==> src/rtl/imd_pkg.sv <==
package imd_pkg;
  typedef enum logic [2:0] {
    OP_MUL_LO = 3'b000,
    OP_MUL_HS = 3'b001,
    OP_MUL_HU = 3'b010,
    OP_DIV_S  = 3'b100,
    OP_DIV_U  = 3'b101
  } md_op_e;

  localparam int unsigned MUL_STAGES = 3;
endpackage

==> src/rtl/imd_mulpipe.sv <==
module imd_mulpipe #(
  parameter int XLEN  = 32,
  parameter int TAG_W = 5
) (
  input  logic             clk,
  input  logic             rst_n,
  input  logic             go,
  input  logic [1:0]       sel,
  input  logic [XLEN-1:0]  a,
  input  logic [XLEN-1:0]  b,
  input  logic [TAG_W-1:0] tag,
  output logic             busy,
  output logic             out_v,
  output logic [XLEN-1:0]  out_data,
  output logic [TAG_W-1:0] out_tag
);
  localparam int PW = 2 * XLEN;

  // stage 1: extended operands
  logic             s1_v, s1_v_nx;
  logic [XLEN:0]    s1_a, s1_b;
  logic             s1_hi;
  logic [TAG_W-1:0] s1_tag;
  // stage 2: full product
  logic             s2_v, s2_v_nx;
  logic [PW-1:0]    s2_p;
  logic             s2_hi;
  logic [TAG_W-1:0] s2_tag;
  logic [PW-1:0]    prod;
  logic             sx;
  logic             o_v_nx;

  always_comb begin
    sx      = (sel == 2'b01);
    s1_v_nx = go;
    s2_v_nx = s1_v;
    o_v_nx  = s2_v;
    prod    = {{(XLEN-1){s1_a[XLEN]}}, s1_a} * {{(XLEN-1){s1_b[XLEN]}}, s1_b};
  end

  always_ff @(posedge clk or negedge rst_n) begin
    if (!rst_n) begin
      s1_v  <= 1'b0;
      s2_v  <= 1'b0;
      out_v <= 1'b0;
    end else begin
      s1_v  <= s1_v_nx;
      s2_v  <= s2_v_nx;
      out_v <= o_v_nx;
    end
  end

  always_ff @(posedge clk) begin
    if (go) begin
      s1_a   <= {sx & a[XLEN-1], a};
      s1_b   <= {sx & b[XLEN-1], b};
      s1_hi  <= sel[0] | sel[1];
      s1_tag <= tag;
    end
    if (s1_v) begin
      s2_p   <= prod;
      s2_hi  <= s1_hi;
      s2_tag <= s1_tag;
    end
    if (s2_v) begin
      out_data <= s2_hi ? s2_p[PW-1:XLEN] : s2_p[XLEN-1:0];
      out_tag  <= s2_tag;
    end
  end

  assign busy = s1_v | s2_v;

  a_r1_mul_latency: assert property (@(posedge clk) disable iff (!rst_n)
    go |=> ##2 out_v);
endmodule

==> src/rtl/imd_divider.sv <==
module imd_divider #(
  parameter int XLEN  = 32,
  parameter int TAG_W = 5
) (
  input  logic             clk,
  input  logic             rst_n,
  input  logic             go,
  input  logic             sgn,
  input  logic [XLEN-1:0]  a,
  input  logic [XLEN-1:0]  b,
  input  logic [TAG_W-1:0] tag,
  output logic             busy,
  output logic             out_v,
  output logic [XLEN-1:0]  out_q,
  output logic [TAG_W-1:0] out_tag,
  output logic             out_dz,
  output logic             out_ovf
);
  localparam int CNT_W = $clog2(XLEN + 1);
  localparam logic [XLEN-1:0] MOST_NEG = {1'b1, {(XLEN-1){1'b0}}};

  typedef enum logic [1:0] {D_IDLE, D_RUN, D_FIX} dstate_e;
  dstate_e          st, st_nx;

  logic [CNT_W-1:0] cnt;
  logic [XLEN-1:0]  rem, quo, dvs;
  logic [XLEN-1:0]  rem_nx, quo_nx;
  logic             neg, dz, ovf, sgn_r;
  logic [TAG_W-1:0] tag_r;
  logic [XLEN:0]    shifted, trial;
  logic             last, o_v_nx;
  logic [XLEN-1:0]  a_abs, b_abs;

  always_comb begin
    a_abs   = (sgn && a[XLEN-1]) ? (~a + 1'b1) : a;
    b_abs   = (sgn && b[XLEN-1]) ? (~b + 1'b1) : b;
    shifted = {rem, quo[XLEN-1]};
    trial   = shifted - {1'b0, dvs};
    if (!trial[XLEN]) begin
      rem_nx = trial[XLEN-1:0];
      quo_nx = {quo[XLEN-2:0], 1'b1};
    end else begin
      rem_nx = shifted[XLEN-1:0];
      quo_nx = {quo[XLEN-2:0], 1'b0};
    end
    last   = (st == D_RUN) && (cnt == CNT_W'(1));
    o_v_nx = (last && !sgn_r) || (st == D_FIX);
    st_nx  = st;
    case (st)
      D_IDLE:  if (go) st_nx = D_RUN;
      D_RUN:   if (last) st_nx = sgn_r ? D_FIX : D_IDLE;
      default: st_nx = D_IDLE;
    endcase
  end

  always_ff @(posedge clk or negedge rst_n) begin
    if (!rst_n) begin
      st    <= D_IDLE;
      out_v <= 1'b0;
    end else begin
      st    <= st_nx;
      out_v <= o_v_nx;
    end
  end

  always_ff @(posedge clk) begin
    if (go) begin
      rem   <= '0;
      quo   <= a_abs;
      dvs   <= b_abs;
      cnt   <= CNT_W'(XLEN);
      neg   <= sgn & (a[XLEN-1] ^ b[XLEN-1]);
      dz    <= (b == '0);
      ovf   <= sgn && (a == MOST_NEG) && (b == '1);
      sgn_r <= sgn;
      tag_r <= tag;
    end else if (st == D_RUN) begin
      rem <= rem_nx;
      quo <= quo_nx;
      cnt <= cnt - 1'b1;
    end
    if (o_v_nx) begin
      if (st == D_FIX)
        out_q <= dz ? '1 : (neg ? (~quo + 1'b1) : quo);
      else
        out_q <= quo_nx;
      out_tag <= tag_r;
      out_dz  <= dz;
      out_ovf <= ovf;
    end
  end

  assign busy = (st != D_IDLE);

  a_r3_one_divide: assert property (@(posedge clk) disable iff (!rst_n)
    busy |-> !go);
  a_r8_zero_all_ones: assert property (@(posedge clk) disable iff (!rst_n)
    (out_v && out_dz) |-> (out_q == '1));
  a_r9_ovf_value: assert property (@(posedge clk) disable iff (!rst_n)
    (out_v && out_ovf) |-> (out_q == MOST_NEG));
endmodule

==> src/rtl/imd_unit.sv <==
module imd_unit
  import imd_pkg::*;
#(
  parameter int XLEN  = 32,
  parameter int TAG_W = 5
) (
  input  logic             clk,
  input  logic             rst_n,
  input  logic             issue_valid,
  input  logic [2:0]       issue_op,
  input  logic [XLEN-1:0]  issue_a,
  input  logic [XLEN-1:0]  issue_b,
  input  logic [TAG_W-1:0] issue_tag,
  output logic             issue_stall,
  output logic             res_valid,
  output logic [XLEN-1:0]  res_data,
  output logic [TAG_W-1:0] res_tag,
  output logic             res_div0,
  output logic             res_ovf
);
  logic             is_div, mul_go, div_go;
  logic             mul_busy, div_busy;
  logic             mul_v, div_v;
  logic [XLEN-1:0]  mul_d, div_d;
  logic [TAG_W-1:0] mul_t, div_t;
  logic             div_z, div_o;

  always_comb begin
    is_div      = issue_op[2];
    issue_stall = issue_valid && (div_busy || (is_div && mul_busy));
    mul_go      = issue_valid && !issue_stall && !is_div;
    div_go      = issue_valid && !issue_stall && is_div;
  end

  imd_mulpipe #(.XLEN(XLEN), .TAG_W(TAG_W)) u_mul (
    .clk(clk), .rst_n(rst_n), .go(mul_go), .sel(issue_op[1:0]),
    .a(issue_a), .b(issue_b), .tag(issue_tag),
    .busy(mul_busy), .out_v(mul_v), .out_data(mul_d), .out_tag(mul_t)
  );

  imd_divider #(.XLEN(XLEN), .TAG_W(TAG_W)) u_div (
    .clk(clk), .rst_n(rst_n), .go(div_go), .sgn(!issue_op[0]),
    .a(issue_a), .b(issue_b), .tag(issue_tag),
    .busy(div_busy), .out_v(div_v), .out_q(div_d), .out_tag(div_t),
    .out_dz(div_z), .out_ovf(div_o)
  );

  always_comb begin
    res_valid = mul_v | div_v;
    res_data  = div_v ? div_d : mul_d;
    res_tag   = div_v ? div_t : mul_t;
    res_div0  = div_v & div_z;
    res_ovf   = div_v & div_o;
  end

  a_r4_div_after_mul: assert property (@(posedge clk) disable iff (!rst_n)
    div_go |-> !mul_busy);
  a_r5_mul_blocked: assert property (@(posedge clk) disable iff (!rst_n)
    mul_go |-> !div_busy);
  a_r6_alu_free: assert property (@(posedge clk) disable iff (!rst_n)
    !issue_valid |-> !issue_stall);
  a_r10_one_result: assert property (@(posedge clk) disable iff (!rst_n)
    !(mul_v && div_v));
endmodule

==> config.mk <==
export PLATFORM = sky130hd
export DESIGN_NAME = imd_unit
export DESIGN_NICKNAME = d
export VERILOG_FILES = /design/src/rtl/imd_pkg.sv /design/src/rtl/imd_mulpipe.sv /design/src/rtl/imd_divider.sv /design/src/rtl/imd_unit.sv
export SDC_FILE = /design/constraint.sdc
export NUM_CORES = 2
export LEC_CHECK = 0
export ABC_CLOCK_PERIOD_IN_PS = 12300
export BUFFER_PORTS_ARGS = -buffer_cell sky130_fd_sc_hd__buf_2
export CELL_PAD_IN_SITES_DETAIL_PLACEMENT = 0
export CELL_PAD_IN_SITES_GLOBAL_PLACEMENT = 2
export CORE_AREA = 2 2 344 346
export DETAILED_ROUTE_END_ITERATION = 8
export DIE_AREA = 0 0 346 348
export HOLD_SLACK_MARGIN = 0.06
export PLACE_DENSITY = 0.87
export SYNTH_ARGS = -nofsm -noshare
export SYNTH_HDL_FRONTEND = slang
export SYNTH_HIERARCHICAL = 1
export SYNTH_SLANG_ARGS = --single-unit
==> constraint.sdc <==
create_clock -name clk -period 12.3 [get_ports clk]
set_input_delay 1.845 -clock clk [delete_from_list [all_inputs] [get_ports clk]]
set_output_delay 1.845 -clock clk [all_outputs]
set_load 0.03 [all_outputs]
Word level (Yosys, flattened, before mapping). Index checks and enable logic that the tools add are counted.

Add/sub/neg operators: 5. $mul: 1. Eq/ne operators: 8. Muxes and demuxes: 16. Bitwise operators: 12. Reduce and logical (&&, ||, !) cells: 22.

Operators by type and width (count): 2-to-1 mux 32 bit (10); adder 32 x 1 -> 32 bit, second input constant (3); NOT 32 bit (3); equality test 32 bit, second input constant (2); multiplier 33 x 33 -> 64 bit (1); subtractor 33 x 32 -> 33 bit (1); zero test 32 bit (1); logical AND 1 bit (11); equality test 6 x 1 -> 1 bit, second input constant (1); 2-to-1 mux 2 bit (3); subtractor 6 x 1 -> 6 bit, second input constant (1); bitwise AND 1 bit (5); 2-to-1 mux 5 bit (1); equality test 2 x 1 -> 1 bit, second input constant (2); zero test 1 bit (4); one-hot mux 2 bit (2 select lines) (1); nonzero test 2 bit (2); bitwise OR 1 bit (3); equality test 2 bit, second input constant (1); zero test 2 bit (1); logical OR 1 bit (2); != test 2 x 1 -> 1 bit, second input constant (1); != test 2 bit, second input constant (1); AND reduction 2 bit (1); other kinds (2) (2).

Register bits after elaboration: 335. Bits of input ports: 75. Output and inout port bits: 41. Word-level logic and storage cells: 91.

Longest topological paths before layout.
Depth in word-level cells: 9. Depth in mapped cells: 29. Mapped depth without buffers: 27.

Cells and area by module. Netlist, hierarchy kept.

By module, submodules not included: imd_mulpipe (instances 1, cells an instance 4337, area an instance 44126.1 um^2, sequential area each 5450.2 um^2); imd_divider (instances 1, cells an instance 1080, area an instance 9831.9 um^2, sequential area each 4199.0 um^2); imd_unit (instances 1, cells an instance 49, area an instance 513.0 um^2, sequential area each 0.0 um^2).

Worst setup path before layout. Ideal clock, no wire load.

Kind: register -> register. From: reg u_mul.s1_a[32]. To: reg u_mul.s2_p[61] (data pin). Data arrival time: 8.196 ns. Required time: 12.142 ns. Slack: 3.946 ns. Cell stages (with the launch flop): 28. Path buffers: 2. Clock period less this slack: 8.354 ns. Cell sequence: edfxtp_1 clkbuf_1 nand2_1 inv_1 fa_1 fa_1 fa_1 inv_1 fa_1 inv_1 fa_1 fa_1 fa_1 inv_1 fa_1 inv_1 ha_1 clkbuf_1 a21o_1 a21o_1 a21oi_1 o21ai_0 a21oi_1 o21ai_2 a221o_1 a31oi_4 or4b_1 o211ai_1.

Longest elaborated chain between the ends: 1.

RTL lines: from (decl) (RTL line imd_mulpipe.sv:21) `logic [XLEN:0] s1_a, s1_b;`; from (signal assigned) (RTL line imd_mulpipe.sv:55) `s1_a <= {sx & a[XLEN-1], a};`; multiplier 33 x 33 -> 64 bit (RTL line imd_mulpipe.sv:38) `prod = {{(XLEN-1){s1_a[XLEN]}}, s1_a} * {{(XLEN-1){s1_b[XLEN]}}, s1_b};`; via u_mul.prod[61] (RTL line imd_mulpipe.sv:29) `logic [PW-1:0] prod;`; to (signal assigned) (RTL line imd_mulpipe.sv:61) `s2_p <= prod;`; to (decl) (RTL line imd_mulpipe.sv:26) `logic [PW-1:0] s2_p;`.

The timed path passes the listed nets, and every way through them passes these cells. A chain may end at the register's enable or synchronous reset.

Final worst setup path.
From: reg u_mul.s1_b[6]. To: reg u_mul.s2_p[61] (data pin).

Longest elaborated chain between the ends: 1.

RTL lines: from (decl) (RTL line imd_mulpipe.sv:21); from (signal assigned) (RTL line imd_mulpipe.sv:56) `s1_b <= {sx & b[XLEN-1], b};`; multiplier 33 x 33 -> 64 bit (RTL line imd_mulpipe.sv:38); via u_mul.prod[61] (RTL line imd_mulpipe.sv:29).

The timed path passes the listed nets, and every way through them passes these cells.

==> results.cfg <==
[sta]
hold_viol = 0
clock.fmax_mhz = 112
tightestPinTransition_ps = 1100
skew_ps = 37.4
period_share_pct = 72.6
slew_viol_final = 0
rsz0062_at_grt = no
tns_ps = 0
setup-violations-final = 0
period_needed_ps = 8940
max_slew_margin_pct = 26.7

[global_route]
gr-total-overflow = 0
track_usage_pct = 25.7
grt_first_pass_wirelength_um = 239000
antenna_found_initial = 9
grt_pass1_vias = 40057
grt_max_degree = 79

[route]
drc = 0
wl_per_cell_um = 21.4
vias = 37475
drt_iter0_drc = 2739
antenna_left = 0
routed_wl_um = 150000
via_per_inst = 5.35
detail_route.first_pass.iterations = 5

[floorplan]
initial_core_util_pct = 46.6
io_pins = 116
dieArea_mm2 = 0.120
fp.dieW_um = 346
rows = 126
core_mm2 = 0.117
fp.dieH_um = 348

[clocking]
holdBufCountCts = 0
cts_made_buffers = 39
cts_tree = done
cts-resized-gates = 0
clk_path_buf_depth = 3
cts.sinks = 335
htreeDepth = 2
root_buffer = clkbuf_16
cts_setup_buffers = 0
path_clk_slew_ps = 60
worstSkewPairLatency_ps = 560

[place]
gp_congestion = 0.909
portBuffers = 115
hpwl_um = 115000

[worst_setup_path]
startpoint_type = register
reg2regPathDepth = 28
path_class = register to register
r2r_end = u_mul/s2_p[61]$_DFFE_PP_
crit_path_start = u_mul/s1_b[6]$_DFFE_PP_
critPathArrivalTime_ps = 9320
worstSetupEndpointType = register
cpMostUsedCell = fa_1
r2r_slack_ps = 3360
r2r_start = u_mul/s1_b[6]$_DFFE_PP_
path_max_fanout = 33
cp.required_ps = 12680
slowest_delay_ps = 790
crit_slowest_cell = fa_1

[finish]
final_common_cell = inv_1
fill_cells = 10924
area_delta_synth_final_pct = 6.23
nets = 6891
drive_above_1_share_pct = 6.86
layout_common_cells = 1146 x inv_1, 1126 x fa_1, 638 x nand2_1

[synth]
synth_mux_area_share_pct = 1.56
synthAdderAreaFrac_pct = 47.1
synth_top_area_share_pct = 41.4
avgSynthCellArea_um2 = 9.97
synth_xor_area_share_pct = 3.06
ys_seq_elements = 335
synthTopCellsByArea = fa_1 41%, edfxtp_1 16%, inv_1 7.9%
synth_cell_type_count = 100
synth_warnings = 6
synth_cells = 5466
synth_flop_cell = edfxtp_1
synth_compound_area_share_pct = 5.92
syn_nets = 6917
synth_area_mm2 = 0.0545
synth_top_family_by_area = adder cells
yosysSeqAreaShare_pct = 17.7
yosys.area_share.simple_pct = 14.8
yosys.area.top_type = fa_1
synth_edf_count = 291
synthArstFlopShare_pct = 1.79

[min_path]
min_path_cells = 0
hold_class = register to register
min_delay_worst_endpoint = u_mul/s2_tag[0]$_DFFE_PP_
min-delay-start = u_mul/s1_tag[0]$_DFFE_PP_

[flow_run]
maxCapViolCount = 0

[status]
status = complete, no violations
[logic make-up after synthesis]
group,after synthesis
simple gates,1607
xor+xnor,190
flops,335
mux,76
compound gates,469
buf+inv,1413
fa+ha+maj,1376
[worst max-delay path, delay by kind of cell, from the launching register on]
family	cells	cell delay (ps)
buffers and inverters	8	1190
adders and majority gates	9	4890
AOI/OAI and AO/OA	9	1660
DFF	1	360
and+or+nand+nor	2	670
[Yosys cell counts, drive strengths merged (8+ instances only)]
library cell and count:
inv 1146, fa 1126, nand2 639, and2 562
edfxtp 291, ha 250, clkbuf 246, a21oi 172
nor2 161, xnor2 112, xor2 78, mux2 71
o21ai 65, nor3 48, dfxtp 38, nor2b 37
a21o 36, nand3 26, nand4 25, buf 21
nand2b 20, o31ai 20, and3 19, o21bai 19
a211oi 18, a311oi 18, a31oi 15, nor4 15
o21a 12, a21boi 11, o41ai 11, or3 11
or4 11, o211ai 10, or2 10, o32a 8
[metrics by stage]
step / util, % / area, µm² / setup WS, ps / hold WS [ps] / instances
after floorplan: - / 54500 / 3950 / 400 / 5466
after global placement: 48.4 / 56600 / 3550 / 401 / 6935
after detailed placement: 48.4 / 56600 / 3360 / 405 / 6935
after CTS: 49.5 / 57900 / 3350 / 415 / 7002
after global routing: 49.5 / 57900 / 2920 / 421 / 7004
final: 49.5 / 57900 / 3360 / 415 / 7005
[registers in the layout (all words and copies together), names as in the netlist, 32 cells and up]
| register | count |
|---|---|
| u_mul/out_data | 32 |
| u_mul/s1_a | 33 |
| u_div/dvs | 32 |
| u_div/quo | 32 |
| u_mul/s2_p | 64 |
| u_div/out_q | 32 |
| u_mul/s1_b | 33 |
| u_div/rem | 32 |
[final cells by class]
| type | instances | area, µm² | area share (%) |
|---|---|---|---|
| diodes | 3 | 7.51 | 0.0130 |
| clock buffers | 41 | 983 | 1.70 |
| clock inverters | 26 | 265 | 0.458 |
| inverters | 1146 | 4300 | 7.43 |
| multi-input cells | 3718 | 39500 | 68.3 |
| flip-flops and latches | 335 | 9650 | 16.7 |
| well taps | 1536 | 1920 | 3.32 |
| repair buffers | 200 | 1210 | 2.10 |
[worst max-delay path by stage]
| stage | endpoint | depth (start not counted) |
|---|---|---|
| after floorplan | u_mul/s2_p[61]$_DFFE_PP_ | 27 |
| after global placement | u_mul/s2_p[61]$_DFFE_PP_ | 28 |
| after detailed placement | u_mul/s2_p[61]$_DFFE_PP_ | 28 |
| after CTS | u_mul/s2_p[61]$_DFFE_PP_ | 28 |
| after global routing | u_mul/s2_p[60]$_DFFE_PP_ | 25 |
| final | u_mul/s2_p[61]$_DFFE_PP_ | 28 |
[routing by layer]
layer | part of all wire (%) | wire length [µm] | GRT usage (%)
met4 | 2.8 | 4140 | 6.29
met3 | 4.4 | 6630 | 2.18
met2 | 50 | 75600 | 44.8
met5 | 0.0067 | 10 | 0
met1 | 42 | 63500 | 34.9
Power is not shown: default switching activity piles up to over one toggle a cycle in this logic, so the estimate is an artifact.
